File: config.mk
export PLATFORM = sky130hd
export DESIGN_NAME = ext_bus_if
export DESIGN_NICKNAME = d
export VERILOG_FILES = /design/src/rtl/ebi_pkg.sv /design/src/rtl/ebi_cs_decode.sv /design/src/rtl/ebi_lane.sv /design/src/rtl/ext_bus_if.sv
export SDC_FILE = /design/constraint.sdc
export NUM_CORES = 1
export LEC_CHECK = 0
export BUFFER_PORTS_ARGS = -buffer_cell sky130_fd_sc_hd__buf_2
export CORE_UTILIZATION = 35
export DETAILED_ROUTE_END_ITERATION = 7
export HOLD_SLACK_MARGIN = 0.03
export PLACE_DENSITY_LB_ADDON = 0.1
export SKIP_LAST_GASP = 1
export SLEW_MARGIN = 20
export SYNTH_ARGS = -nofsm -noshare
export SYNTH_HDL_FRONTEND = slang
export SYNTH_SLANG_ARGS = --single-unit
File: constraint.sdc
create_clock -name clk -period 2.4 [get_ports clk]
set_clock_uncertainty 0.1 [all_clocks]
set_input_delay 0.12 -clock clk [delete_from_list [all_inputs] [get_ports clk]]
set_output_delay 0.12 -clock clk [all_outputs]
set_load 0.01 [all_outputs]
File: src/rtl/ebi_pkg.sv
package ebi_pkg;
    localparam int unsigned ADDR_W = 20;
    localparam int unsigned BUS_W  = 16;
    localparam int unsigned N_CS   = 4;

    typedef enum logic [2:0] {
        ST_IDLE = 3'd0,
        ST_HOLD = 3'd1,
        ST_ADDR = 3'd2,
        ST_STRB = 3'd3,
        ST_REC  = 3'd4
    } bus_state_e;

    // Region bounds, select i at bits [i*ADDR_W +: ADDR_W], inclusive.
    localparam logic [N_CS*ADDR_W-1:0] CS_LO_DEF =
        {20'h04000, 20'h08000, 20'h28000, 20'h30000};
    localparam logic [N_CS*ADDR_W-1:0] CS_HI_DEF =
        {20'h07FFF, 20'h27FFF, 20'h2FFFF, 20'hFFFFF};
endpackage

File: src/rtl/ebi_cs_decode.sv
module ebi_cs_decode #(
    parameter int unsigned ADDR_W = 20,
    parameter int unsigned N_CS   = 4,
    parameter logic [N_CS*ADDR_W-1:0] RANGE_LO = ebi_pkg::CS_LO_DEF,
    parameter logic [N_CS*ADDR_W-1:0] RANGE_HI = ebi_pkg::CS_HI_DEF
) (
    input  logic [ADDR_W-1:0] addr,
    input  logic              en,
    output logic [N_CS-1:0]   sel
);
    logic [N_CS-1:0] hit;
    logic            found;

    for (genvar i = 0; i < N_CS; i++) begin : g_region
        assign hit[i] = (addr >= RANGE_LO[i*ADDR_W +: ADDR_W]) &&
                        (addr <= RANGE_HI[i*ADDR_W +: ADDR_W]);
    end

    // Lowest index wins if regions overlap.
    always_comb begin
        sel   = '0;
        found = 1'b0;
        for (int i = 0; i < N_CS; i++) begin
            if (hit[i] && !found) begin
                sel[i] = 1'b1;
                found  = 1'b1;
            end
        end
        if (!en) sel = '0;
    end
endmodule

File: src/rtl/ebi_lane.sv
module ebi_lane #(
    parameter int unsigned BUS_W  = 16,
    parameter int unsigned LANE_W = BUS_W / 2
) (
    input  logic              byte_bus,
    input  logic              addr_phase,
    input  logic [LANE_W:0]   addr_lo,
    input  logic [LANE_W-1:0] wdata,
    input  logic [BUS_W-1:0]  din,
    output logic [BUS_W-1:0]  dout,
    output logic [LANE_W-1:0] rdata
);
    logic high_lane;
    assign high_lane = !byte_bus && addr_lo[0];

    always_comb begin
        dout = '0;
        if (addr_phase) begin
            // Byte-wide bus shows the raw low address; word-wide shows it shifted by one.
            dout[LANE_W-1:0] = byte_bus ? addr_lo[LANE_W-1:0] : addr_lo[LANE_W:1];
        end else if (high_lane) begin
            dout[BUS_W-1:LANE_W] = wdata;
        end else begin
            dout[LANE_W-1:0] = wdata;
        end
    end

    assign rdata = high_lane ? din[BUS_W-1:LANE_W] : din[LANE_W-1:0];
endmodule

File: src/rtl/ext_bus_if.sv
module ext_bus_if #(
    parameter int unsigned ADDR_W = ebi_pkg::ADDR_W,
    parameter int unsigned BUS_W  = ebi_pkg::BUS_W,
    parameter int unsigned N_CS   = ebi_pkg::N_CS,
    parameter logic [N_CS*ADDR_W-1:0] CS_LO = ebi_pkg::CS_LO_DEF,
    parameter logic [N_CS*ADDR_W-1:0] CS_HI = ebi_pkg::CS_HI_DEF
) (
    input  logic                clk,
    input  logic                rst_n,
    input  logic                cfg_byte_bus,
    input  logic                cfg_muxed,
    input  logic                cfg_wr_bhe,
    input  logic                req_valid,
    input  logic                req_write,
    input  logic [ADDR_W-1:0]   req_addr,
    input  logic [BUS_W/2-1:0]  req_wdata,
    output logic                req_done,
    output logic [BUS_W/2-1:0]  req_rdata,
    output logic [ADDR_W-1:0]   mem_addr,
    output logic [BUS_W-1:0]    mem_dout,
    input  logic [BUS_W-1:0]    mem_din,
    output logic                mem_doe,
    output logic                mem_drive,
    output logic [N_CS-1:0]     mem_cs_n,
    output logic                mem_rd_n,
    output logic                mem_wrl_n,
    output logic                mem_wrh_n,
    output logic                mem_ale,
    input  logic                hold_n,
    output logic                hlda_n,
    input  logic                rdy_n
);
    import ebi_pkg::*;

    localparam int unsigned LANE_W = BUS_W / 2;

    typedef struct packed {
        bus_state_e          st;
        logic [ADDR_W-1:0]   addr;
        logic [LANE_W-1:0]   wdata;
        logic                wr;
        logic [LANE_W-1:0]   rdata;
    } regs_t;

    regs_t d, q;

    logic [BUS_W-1:0]  lane_dout;
    logic [LANE_W-1:0] lane_rdata;
    logic [N_CS-1:0]   cs_sel;
    logic              in_cyc;
    logic              in_strb;
    logic              sep_style;
    logic              odd;

    assign in_cyc    = (q.st == ST_ADDR) || (q.st == ST_STRB);
    assign in_strb   = (q.st == ST_STRB);
    assign sep_style = !cfg_wr_bhe && !cfg_byte_bus;
    assign odd       = q.addr[0];

    ebi_cs_decode #(
        .ADDR_W  (ADDR_W),
        .N_CS    (N_CS),
        .RANGE_LO(CS_LO),
        .RANGE_HI(CS_HI)
    ) cs_dec_i (
        .addr(q.addr),
        .en  (in_cyc),
        .sel (cs_sel)
    );

    ebi_lane #(
        .BUS_W (BUS_W),
        .LANE_W(LANE_W)
    ) lane_i (
        .byte_bus  (cfg_byte_bus),
        .addr_phase(q.st == ST_ADDR),
        .addr_lo   (q.addr[LANE_W:0]),
        .wdata     (q.wdata),
        .din       (mem_din),
        .dout      (lane_dout),
        .rdata     (lane_rdata)
    );

    always_comb begin
        d = q;
        unique case (q.st)
            ST_IDLE: begin
                if (!hold_n) begin
                    d.st = ST_HOLD;
                end else if (req_valid) begin
                    d.st    = ST_ADDR;
                    d.addr  = req_addr;
                    d.wdata = req_wdata;
                    d.wr    = req_write;
                end
            end
            ST_HOLD: if (hold_n) d.st = ST_IDLE;
            ST_ADDR: d.st = ST_STRB;
            ST_STRB: begin
                if (rdy_n) begin
                    d.st = ST_REC;
                    if (!q.wr) d.rdata = lane_rdata;
                end
            end
            ST_REC:  d.st = ST_IDLE;
            default: d.st = ST_IDLE;
        endcase
    end

    always_ff @(posedge clk or negedge rst_n) begin
        if (!rst_n) q <= '0;
        else        q <= d;
    end

    assign req_done  = (q.st == ST_REC);
    assign req_rdata = q.rdata;
    assign mem_ale   = (q.st == ST_ADDR);
    assign mem_drive = (q.st != ST_HOLD);
    assign hlda_n    = (q.st != ST_HOLD);
    assign mem_addr  = (q.st == ST_HOLD) ? '0 : q.addr;
    assign mem_cs_n  = ~cs_sel;
    assign mem_rd_n  = !(in_strb && !q.wr);
    assign mem_wrl_n = sep_style ? !(in_strb && q.wr && !odd) : !(in_strb && q.wr);
    assign mem_wrh_n = sep_style ? !(in_strb && q.wr && odd)  : !(in_cyc && odd);
    assign mem_doe   = ((q.st == ST_ADDR) && cfg_muxed) ||
                       ((in_strb || (q.st == ST_REC)) && q.wr);
    assign mem_dout  = mem_doe ? lane_dout : '0;

    // selects never overlap
    a_r10_cs_onehot: assert property (@(posedge clk) disable iff (!rst_n)
        $onehot0(~mem_cs_n));

    // released bus shows no activity
    a_r8_hold_quiet: assert property (@(posedge clk) disable iff (!rst_n)
        !hlda_n |-> (mem_rd_n && mem_wrl_n && mem_wrh_n && (&mem_cs_n) && !mem_ale && !mem_drive));

    // grant only from an idle bus
    a_r8_grant_idle: assert property (@(posedge clk) disable iff (!rst_n)
        $fell(hlda_n) |-> ($past(q.st) == ST_IDLE));

    // latch enable is one cycle and leads straight into the strobe phase
    a_r7_ale_single: assert property (@(posedge clk) disable iff (!rst_n)
        mem_ale |=> (!mem_ale && q.st == ST_STRB));

    // a low ready sample keeps the strobe phase
    a_r9_wait_stretch: assert property (@(posedge clk) disable iff (!rst_n)
        (in_strb && !rdy_n) |=> (in_strb && $stable(mem_rd_n) && $stable(mem_wrl_n)));

    // 8-bit bus writes use the single write strobe
    a_r4_byte_single_wr: assert property (@(posedge clk) disable iff (!rst_n)
        (cfg_byte_bus && in_strb && q.wr) |-> !mem_wrl_n);
endmodule

# Word level (Yosys, flattened, before mapping)
# Cells that the tools add are included.
# word_totals
regBits	40
inputBits	53
output_inout_bits	56
word_cells	80
# op_classes
order_cmp	8
eq_ne	8
muxes	22
bitwise_logic	2
n_reduce_logical	35
# ops
operator	count
$mux 8	6
$ge 20x18->1 const B	2
$le 20x18->1 const B	2
$mux 32	1
$ge 20x15->1 const B	1
$ge 20x16->1 const B	1
$le 20x15->1 const B	1
$le 20x20->1 const B	1
$mux 20	1
$logic_and 1x1->1	16
$mux 16	1
$logic_not 1->1	12
$pmux 3 s4	1
$mux 3	3
$reduce_and 3->1	3
$mux 1	8
$eq 3x2->1 const B	2
$mux 4	1
$ne 2x2->1 const B	2
$not 4->4	1
$eq 3x1->1 const B	1
$eq 3x3->1 const B	1
$logic_not 3->1	1
$logic_or 1x1->1	3
3 further kinds	3

# Depth between registers and ports, before layout
# Gate-level depths: netlist of the first run.
# depth
ltp_word	14
depth_mapped	5
ltp_nobuf	4

# Hierarchy
# From an unflattened synthesis of the first run, not the netlist that was laid out.
# unflattened
cells_unflattened	216
hier_area_um2	2467.4
# by_module_without_submodules
mod	n_inst	cells_each	area_per_inst_um2	seq_area_each_um2
ext_bus_if	1	160	1981.9	1001.0
ebi_lane	1	46	419.2	0.0
ebi_cs_decode	1	10	66.3	0.0

# Least setup slack after synthesis of the first run
# Ideal clock, no wire load.
# synth_timing
kind	register to output
startpoint	register q[39] in the netlist's numbering
endpoint	output mem_dout[0]
arrival_time_ns	1.425
required_ns	2.180
slack_ns	0.755
stages_incl_launch_ff	6
path_buffers	1
path_cell_list	dfrtp_1 -> buf_4 -> or3b_4 -> clkinv_4 -> a21oi_1 -> nor4_1
# synth_between
word_cells_on_any_way	9
classes_between	3 x eq/ne; 2 x mux; 4 x reduce/logical
# synth_lines
item	line_no	rtl
start, declared	ext_bus_if.sv:45	regs_t d, q;
start signal, assigned	ext_bus_if.sv:111	if (!rst_n) q <= '0;
start signal, assigned	ext_bus_if.sv:112	else q <= d;
$eq 3x2->1 *	-	
via mem_ale	ext_bus_if.sv:28	output logic mem_ale,
$logic_and 1x1->1	ext_bus_if.sv:125	assign mem_doe = ((q.st == ST_ADDR) && cfg_muxed) ||
$logic_or 1x1->1	ext_bus_if.sv:125	
$mux 16 *	ext_bus_if.sv:127	assign mem_dout = mem_doe ? lane_dout : '0;
end, declared	ext_bus_if.sv:20	output logic [BUS_W-1:0] mem_dout,
# Mark *: on every way through the listed nets, which the timed path passes. The rest lies on a longest branch.

# Final worst setup path of the first run
# layout_timing
startpoint	register q[37] in the netlist's numbering
endpoint	output mem_dout[9]
# layout_between
elab_chain_cells	5
word_cells_on_any_way	9
classes_between	3 x eq/ne; 2 x mux; 4 x reduce/logical
# layout_lines
item	line_no	rtl
$eq 3x2->1 / $eq 3x3->1 (equally long branches)	ext_bus_if.sv:56, ext_bus_if.sv:126	
$logic_or 1x1->1	ext_bus_if.sv:126	((in_strb || (q.st == ST_REC)) && q.wr);
$logic_and 1x1->1	ext_bus_if.sv:126	
$logic_or 1x1->1	ext_bus_if.sv:125	
$mux 16 *	ext_bus_if.sv:127	
# Every way passes the cells marked *; elsewhere a longest branch is shown, timed or not.

==> results of run 1 <==
==> sequential cells by signal, summed over array words and instances, names as in the netlist <==
name and cells:
odd 1, q 31, req_rdata 8
==> repair_timing <==
action                     in CTS  in global routing
hold endpoints to repair       71                  0
hold buffers                   32                  0
setup endpoints to repair       0                  1
resized for setup               0                  1
==> routing by layer <==
metal	vias up	wire (microns)	GRT usage, %
met2	80	2700	26.9
li1	984	-	-
met5	-	0	0
met1	936	2560	21.0
met4	0	96	5.80
met3	8	348	3.86
==> final cells by class <==
type                       count  area [sq um]  area share, %
tap                           77          96.3           2.91
timing repair buffer         146           918           27.7
sequential                    40          1000           30.2
inverter                       4          20.0          0.604
multi-input combinational    143          1170           35.4
clock buffer                   6          72.6           2.19
clock inverter                 2          35.0           1.06
==> critical path, stage by stage, from the launching register on <==
cell and delay, ns:
dfrtp_1 0.58, and4bb_2 0.30, nor3_4 0.41, buf_4 0.24
nor3b_1 0.06, buf_2 0.14
==> cell usage in the layout (no fill, tap or decap), types with 3 or more instances in the layout <==
master / n
dfrtp_1: 40
nor2b_1: 22
mux2_2: 42
mux2_1: 10
inv_1: 3
clkbuf_8: 5
nand2_1: 15
a21oi_1: 9
nor2_1: 4
buf_2: 108
buf_4: 5
dlygate4sd3_1: 32
nor3b_1: 9
nand3_1: 11
==> through the flow <==
step           util (%)  cells  total power, W
6_report           51.6    418         0.00366
5_1_grt            51.6    418         0.00395
4_1_cts            51.5    418         0.00370
2_1_floorplan         -    210         0.00258
3_3_place_gp       44.9    378         0.00309
3_5_place_dp       44.9    378         0.00310
==> cells in the mapped netlist, drive strengths merged <==
cell / number
buf: 22
xnor2: 1
or3b: 1
nand2b: 1
a21oi: 9
clkinv: 1
and4bb: 2
nor2: 4
and4b: 2
nor3: 2
a211oi: 1
inv: 3
and3: 2
nand3: 11
clkbuf: 1
o22ai: 1
nand2: 16
nor2b: 23
dfrtp: 40
nor4: 2
mux2: 52
nor3b: 11
and3b: 1
nand3b: 1
==> power by group <==
| part | internal [W] | switching [W] | leakage, nW |
|---|---|---|---|
| registers | 0.00101 | 0.000294 | 0.481 |
| clock network | 0.000309 | 0.000226 | 0.0552 |
| logic | 0.000958 | 0.000866 | 1.04 |
| total | 0.00228 | 0.00139 | 1.58 |
==> cell families after synthesis <==
family	after synthesis
compound gates	11
xor+xnor	1
buf+inv	27
flops	40
mux	52
simple gates	79
==> worst min path at each step <==
stage | startpoint | end | slack [ns] | cells after the start
floorplan | rst_n | odd | -0.28 | 0
global placement | rst_n | req_rdata[0] | 0.21 | 1
detailed placement | rst_n | req_rdata[0] | 0.20 | 1
CTS | mem_din[11] | req_rdata[3] | 0.07 | 3
global route | mem_din[9] | req_rdata[1] | 0.08 | 3
finish | mem_din[14] | req_rdata[6] | 0.09 | 3
==> impl_metrics.yaml, run 1 <==
routing:
  ant_nets: 0
  viasPerCell: 4.80
  finalWirelength_microns: 5700
  via_count: 2008
  wire_per_inst_microns: 13.6
  first_pass_iters: 8
  drtIter0Drc: 81
  drc_errors: 18
yosys:
  synthCells: 210
  synth_area_leaders: "dfrtp_1 42%, mux2_2 20%, nor2b_1 5.8%, mux2_1 4.8%, buf_4 4.5%"
  synth_top_area_share_pct: 42.5
  syn_area_per_cell_sq_um: 11.2
  synth_xor_area_share_pct: 0.372
  synth_top_family_by_area: "multiplexers"
  synthAdderAreaFrac_pct: 0
  yosysWarningCount: 0
  synthDistinctLibCells: 34
  seq_area_frac_synth_pct: 42.5
  ys_ff_latch: 40
  synth_fp_nets: 263
  synth-compound-area-share_pct: 2.50
  muxShareOfSynthArea_pct: 24.9
  synth-simple-area-share_pct: 21.6
  synth_area_leader_cell: "dfrtp_1"
  synth_area_sq_um: 2360
worst_setup_path:
  critPathCaptureType: "output port"
  crit_path_start: "q[37]"
  crit_end: "mem_dout[9]"
  reg2reg_to: "q[20]"
  r2r_slack_ns: 0.51
  cp.required_ns: 2.18
  reg2regPathDepth: 3
  critPathLaunchType: "flop"
  r2r-start: "q[37]"
  crit_fanout: 13
  worstSetupPathType: "reg -> out"
  worstPathArrival_ns: 2.01
cells_and_area:
  antenna_cells: 0
  nets: 393
  fillCellCount: 608
  layout-drive-gt1-share_pct: 51.0
  synthToLayoutAreaGrowth_pct: 40.7
  finalInstanceArea_sq_um: 3320
sta:
  fin_crit_sh_pct: 92.9
  finalSetupViolCount: 0
  setup_tns_ns: 0
  fmax_ghz: 0.449
  rsz0062_at_grt: "false"
  tightest_slew_ns: 0.914
  hold_slack_ns: 0.0868
  hold_viol_final: 0
  slew_headroom_pct: 39.1
  drv_slew: 0
  fin_crit_ns: 2.23
  layout_setup_ws_ns: 0.171
grt:
  antenna_found_initial: 0
  grt_start_max_net_pins: 41
  grt_pass1_vias: 1939
  grt_pass1_wl_microns: 9150
  grt_overflow_total: 0
  track_usage_pct: 16.4
cts:
  clockRootBuffer: "clkbuf_8"
  clk-insertion-delay-late_ns: 0.28
  cts_buffers: 5
  cts_setup_buffers: 0
  htree_levels: 2
  clock-sinks: 40
  path_clk_slew_ns: 0.08
  tritoncts: "done"
  clockBufferDepth: 2
outcome:
  status: "complete, but fails checks"
  violations: "design-rule violations"
floorplan:
  design.core.area_sq_um: 6420
  floorplan.rows: 29
  dieArea_sq_um: 7060
  die_width_microns: 84.0
  die_y_microns: 84.0
  start_util_pct: 36.7
  ios: 109
power_and_ir_drop:
  max-vdd-ir-drop_uv: 443
  pwr_density_cell_nw_per_um2: 1100
  leakage_nw: 1.58
flow_run:
  max_cap_viol_count: 0
place:
  portBuffers: 108
  dpl.hpwl_microns: 4000
  place_area_sq_um: 2880
  pre_cts_slack_ns: 0.485
  finalWeightedCongestion: 0.736
min_path:
  hold_class: "in -> reg"
No activity file was read; power rests on OpenSTA's default activity.
==> run 2: changes to the inputs <==
--- a/config.mk
+++ b/config.mk
@@ -5,9 +5,9 @@
 export SDC_FILE = /design/constraint.sdc
 export NUM_CORES = 1
 export LEC_CHECK = 0
-export BUFFER_PORTS_ARGS = -buffer_cell sky130_fd_sc_hd__buf_2
 export CORE_UTILIZATION = 35
 export DETAILED_ROUTE_END_ITERATION = 7
+export DONT_BUFFER_PORTS = 1
 export HOLD_SLACK_MARGIN = 0.03
 export PLACE_DENSITY_LB_ADDON = 0.1
 export SKIP_LAST_GASP = 1
==> impl_metrics.yaml, run 2 (synthesis gave the netlist of run 1 again) <==
outcome:
  status: "complete, but fails checks"
  violations: "design-rule violations"
power_and_ir_drop:
  switchingPower_w: 0.00135
  swShare_pct: 39.7
  p_int_w: 0.00205
  pwr_density_cell_nw_per_um2: 1150
  leakage_nw: 1.20
  seqPwrFrac_pct: 40.5
  p_clk_share_pct: 16.2
  max-vdd-ir-drop_uv: 506
  combPwrFrac_pct: 43.4
routing:
  drc_errors: 18
  wire_per_inst_microns: 17.5
  viasPerCell: 5.25
  finalWirelength_microns: 5760
  drtIter0Drc: 33
  via_count: 1727
  ant_nets: 0
  first_pass_iters: 6
cts:
  ctsResizeCount: 0
  holdBufCountCts: 50
  tritoncts: "done"
  clockBufferDepth: 2
  htree_levels: 2
  clock-sinks: 40
  clk-insertion-delay-late_ns: 0.29
  path_clk_slew_ns: 0.09
  cts_setup_buffers: 0
  clockRootBuffer: "clkbuf_8"
  cts_buffers: 5
worst_setup_path:
  crit_fanout: 11
  critPathCaptureType: "output port"
  r2r_slack_ns: 0.19
  reg2reg_to: "req_rdata[1]"
  worstSetupPathType: "reg -> out"
  cp.required_ns: 2.18
  r2r-start: "odd"
  reg2regPathDepth: 5
  worstPathArrival_ns: 2.04
  critPathLaunchType: "flop"
min_path:
  hold_class: "in -> reg"
  holdPathEnd: "q[38]"
  holdPathStages: 3
  hold_start: "hold_n"
floorplan:
  dieArea_sq_um: 7060
  die_width_microns: 84.0
  start_util_pct: 36.7
  design.core.area_sq_um: 6420
  ios: 109
  die_y_microns: 84.0
  floorplan.rows: 29
cells_and_area:
  antenna_cells: 0
  largest_reg_flops: 31
  finalNonFillerCells: 329
  fillCellCount: 583
  synthToLayoutAreaGrowth_pct: 25.4
  regMostFlops: "q"
  nets: 304
  mostFrequentLayoutCell: "dlygate4sd3_1"
  layout-drive-gt1-share_pct: 26.6
  layout_common_cells: "49 x dlygate4sd3_1, 42 x mux2_2, 40 x dfrtp_1"
  finalInstanceArea_sq_um: 2950
place:
  finalWeightedCongestion: 0.883
  dpl.hpwl_microns: 3870
  portBuffers: 0
  place_area_sq_um: 2340
  place_inst: 271
sta:
  hold_viol_final: 0
  fmax_ghz: 0.442
  setup_tns_ns: 0
  fin_crit_ns: 2.26
  drv_slew: 0
  slew_headroom_pct: 64.8
  tightest_slew_ns: 0.527
  finalSetupViolCount: 0
  rsz0062_at_grt: "false"
  fin_crit_sh_pct: 94.3
grt:
  grt_pass1_vias: 1825
  grt_pass1_wl_microns: 9200
  grt_overflow_total: 0
  track_usage_pct: 16.9
  grt_start_max_net_pins: 41
  antenna_found_initial: 0
flow_run:
  max_cap_viol_count: 0
==> run 2: cell types whose count changed in the layout (fill, tap and decap cells not counted), sizes merged <==
cell and delta:
dlygate4sd3 +17, buf -106
==> run 2: routing by layer <==
metal	vias up	part of all wire, %	wire length (microns)	GRT usage, %
met5	-	0	0	0
met4	0	1.9	109	6.43
met3	12	5.2	301	3.96
met2	72	51	2920	30.0
met1	844	42	2420	19.8
li1	799	-	-	-
==> run 2: per-stage QoR <==
stage               hold slack, ns  utilization (%)  setup slack (ns)  power, W
floorplan                   -0.276                -             0.755   0.00258
global placement            -0.275             36.4             0.537   0.00271
detailed placement          -0.275             36.4             0.467   0.00275
CTS                         0.0863             46.0             0.145   0.00343
global route                0.0903             46.0            0.0128   0.00364
finish                       0.100             46.0             0.137   0.00340
==> run 2: final cells by class <==
type	instances	area (sq um)	share of cell area, %
Tap cell	77	96.3	3.26
Clock buffer	6	72.6	2.46
Inverter	4	20.0	0.678
Sequential cell	40	1000	33.9
Timing Repair Buffer	57	563	19.1
Multi-Input combinational cell	143	1170	39.5
Clock inverter	2	35.0	1.19
==> run 2: power by group through the flow <==
stage               Clock [W]  Combinational, W  Sequential, W
finish               0.000549           0.00147        0.00137
global route         0.000604           0.00160        0.00143
CTS                  0.000571           0.00149        0.00137
detailed placement          0           0.00136        0.00138
global placement            0           0.00135        0.00136
floorplan                   0           0.00139        0.00119
==> run 2: worst max-delay path by stage <==
stage,from,end,slack (ns),cells after the start
2_1_floorplan,q[39],mem_dout[0],0.76,5
3_3_place_gp,q[38],mem_dout[0],0.54,5
3_5_place_dp,q[38],mem_dout[0],0.47,5
4_1_cts,q[38],mem_dout[0],0.15,5
5_1_grt,q[38],mem_dout[0],0.01,5
6_report,q[38],mem_dout[0],0.14,5
==> run 2: critical path, stage by stage (launching register included) <==
cell	delay [ns]
dfrtp_1	0.57
or3b_4	0.52
clkinv_4	0.12
a21oi_1	0.05
nor4_1	0.30
buf_4	0.19
==> run 3: changes to the inputs <==
--- a/config.mk
+++ b/config.mk
@@ -9,7 +9,8 @@
 export DETAILED_ROUTE_END_ITERATION = 7
 export DONT_BUFFER_PORTS = 1
 export HOLD_SLACK_MARGIN = 0.03
-export PLACE_DENSITY_LB_ADDON = 0.1
+export PLACE_DENSITY_LB_ADDON = 0.05
+export SETUP_SLACK_MARGIN = 0.15
 export SKIP_LAST_GASP = 1
 export SLEW_MARGIN = 20
 export SYNTH_ARGS = -nofsm -noshare
==> impl_metrics.yaml, run 3 (synthesis gave the netlist of run 1 again) <==
sta:
  slew_headroom_pct: 65.3
  setup_tns_ns: 0
  fmax_ghz: 0.459
  finalSetupViolCount: 0
  tightest_slew_ns: 0.519
  drv_slew: 0
  fin_crit_sh_pct: 90.9
  rsz0062_at_grt: "true"
  fin_crit_ns: 2.18
  hold_viol_final: 0
power_and_ir_drop:
  swShare_pct: 40.7
  seqPwrFrac_pct: 41.5
  max-vdd-ir-drop_uv: 497
  p_clk_share_pct: 14.6
  pwr_density_cell_nw_per_um2: 1130
  p_int_w: 0.00197
  leakage_nw: 1.18
  p_total_w: 0.00332
  switchingPower_w: 0.00135
  combPwrFrac_pct: 43.9
grt:
  track_usage_pct: 17.2
  grt_pass1_wl_microns: 9490
  use_met1_pct: 19.7
  use_met2_pct: 30.2
  grt_pass1_vias: 1833
  grt.busiest_layer: "met2"
  grt_overflow_total: 0
  grt_start_max_net_pins: 41
  use_met3_pct: 5.44
  antenna_found_initial: 0
place:
  finalWeightedCongestion: 0.763
  dpl.hpwl_microns: 3910
  portBuffers: 0
routing:
  wire_per_inst_microns: 17.6
  drc_errors: 16
  ant_nets: 0
  finalWirelength_microns: 5770
  viasPerCell: 5.22
  drtIter0Drc: 68
  first_pass_iters: 6
  via_count: 1706
worst_setup_path:
  critPathCaptureType: "flop"
  reg2regPathDepth: 5
  reg2reg_to: "req_rdata[3]"
  crit_fanout: 9
  critPathLaunchType: "flop"
  r2r-start: "odd"
  worstSetupPathType: "reg -> reg"
  worstPathArrival_ns: 2.26
  cp.required_ns: 2.48
  r2r_slack_ns: 0.22
cells_and_area:
  regArea_sq_um: 1010
  largest_reg_flops: 31
  mostFrequentLayoutCell: "dlygate4sd3_1"
  regMostFlops: "q"
  fillCellCount: 599
  layout_common_cells: "49 x dlygate4sd3_1, 42 x mux2_2, 36 x dfrtp_1"
  nets: 302
  synthToLayoutAreaGrowth_pct: 24.8
  antenna_cells: 0
  multi_input_area_sq_um: 1170
  layout-drive-gt1-share_pct: 28.4
flow_run:
  max_cap_viol_count: 0
min_path:
  hold_start: "hold_n"
  hold_class: "in -> reg"
  holdPathStages: 3
  holdPathEnd: "q[38]"
floorplan:
  floorplan.rows: 29
  die_width_microns: 84.0
  die_y_microns: 84.0
  design.core.area_sq_um: 6420
  start_util_pct: 36.7
  ios: 109
  dieArea_sq_um: 7060
cts:
  clockBufferDepth: 2
  clock-sinks: 40
  clockRootBuffer: "clkbuf_8"
  tritoncts: "done"
  clk-insertion-delay-late_ns: 0.29
  htree_levels: 2
  path_clk_slew_ns: 0.08
  cts_buffers: 5
outcome:
  violations: "design-rule violations"
  status: "complete, but fails checks"
==> run 3: how the worst max path moves through the flow <==
stage	start	endpoint	slack [ns]	depth (start not counted)
6_report	odd	req_rdata[3]	0.22	5
5_1_grt	odd	req_rdata[0]	0.15	5
4_1_cts	odd	req_rdata[6]	0.16	5
3_5_place_dp	q[38]	req_rdata[7]	0.40	3
3_3_place_gp	q[38]	req_rdata[1]	0.52	3
2_1_floorplan	q[39]	mem_dout[0]	0.76	5
==> run 3: area by class of cell <==
type | instances | area share, %
clock inverters | 2 | 0.511
well taps | 77 | 3.28
multi-input cells | 143 | 39.9
inverters | 4 | 0.681
flip-flops and latches | 40 | 34.2
clock buffers | 6 | 2.81
repair buffers | 55 | 18.6
==> run 3: worst max-delay path: stages (launching register included) <==
cell and delay (ns):
dfrtp_2 0.45, nor2b_1 0.15, buf_4 0.19, mux2_2 0.35, dlygate4sd3_1 0.56, mux2_2 0.26
==> run 3: repair_timing <==
item                                    4_1_cts  5_1_grt
setup buffers                                 0        0
endpoints found under the setup margin        1       17
endpoints found under the hold margin        80        0
cloned                                        0        0
resized for setup                             2        3
hold buffers                                 50        0
==> run 3: per-stage QoR <==
step / hold slack [ns] / setup WS [ns] / area (sq um) / std cells / utilization (%)
6_report: 0.0647 / 0.219 / 2940 / 327 / 45.8
5_1_grt: 0.0897 / 0.146 / 2940 / 327 / 45.8
4_1_cts: 0.0603 / 0.158 / 2930 / 327 / 45.6
3_5_place_dp: -0.275 / 0.405 / 2320 / 269 / 36.1
3_3_place_gp: -0.275 / 0.522 / 2320 / 269 / 36.1
2_1_floorplan: -0.276 / 0.755 / 2360 / 210 / -
==> run 3: power by group through the flow <==
stage	Combinational [W]	Sequential, W	Clock [W]
final	0.00146	0.00138	0.000484
after floorplan	0.00139	0.00119	0
after global routing	0.00161	0.00144	0.000539
after CTS	0.00147	0.00138	0.000503
after detailed placement	0.00135	0.00139	0
after global placement	0.00132	0.00137	0
==> run 3: layer usage <==
layer	part of all wire [%]	vias to the layer above
met5	0	-
met4	1.8	0
met3	7.4	11
met2	49	76
met1	41	822
li1	-	797
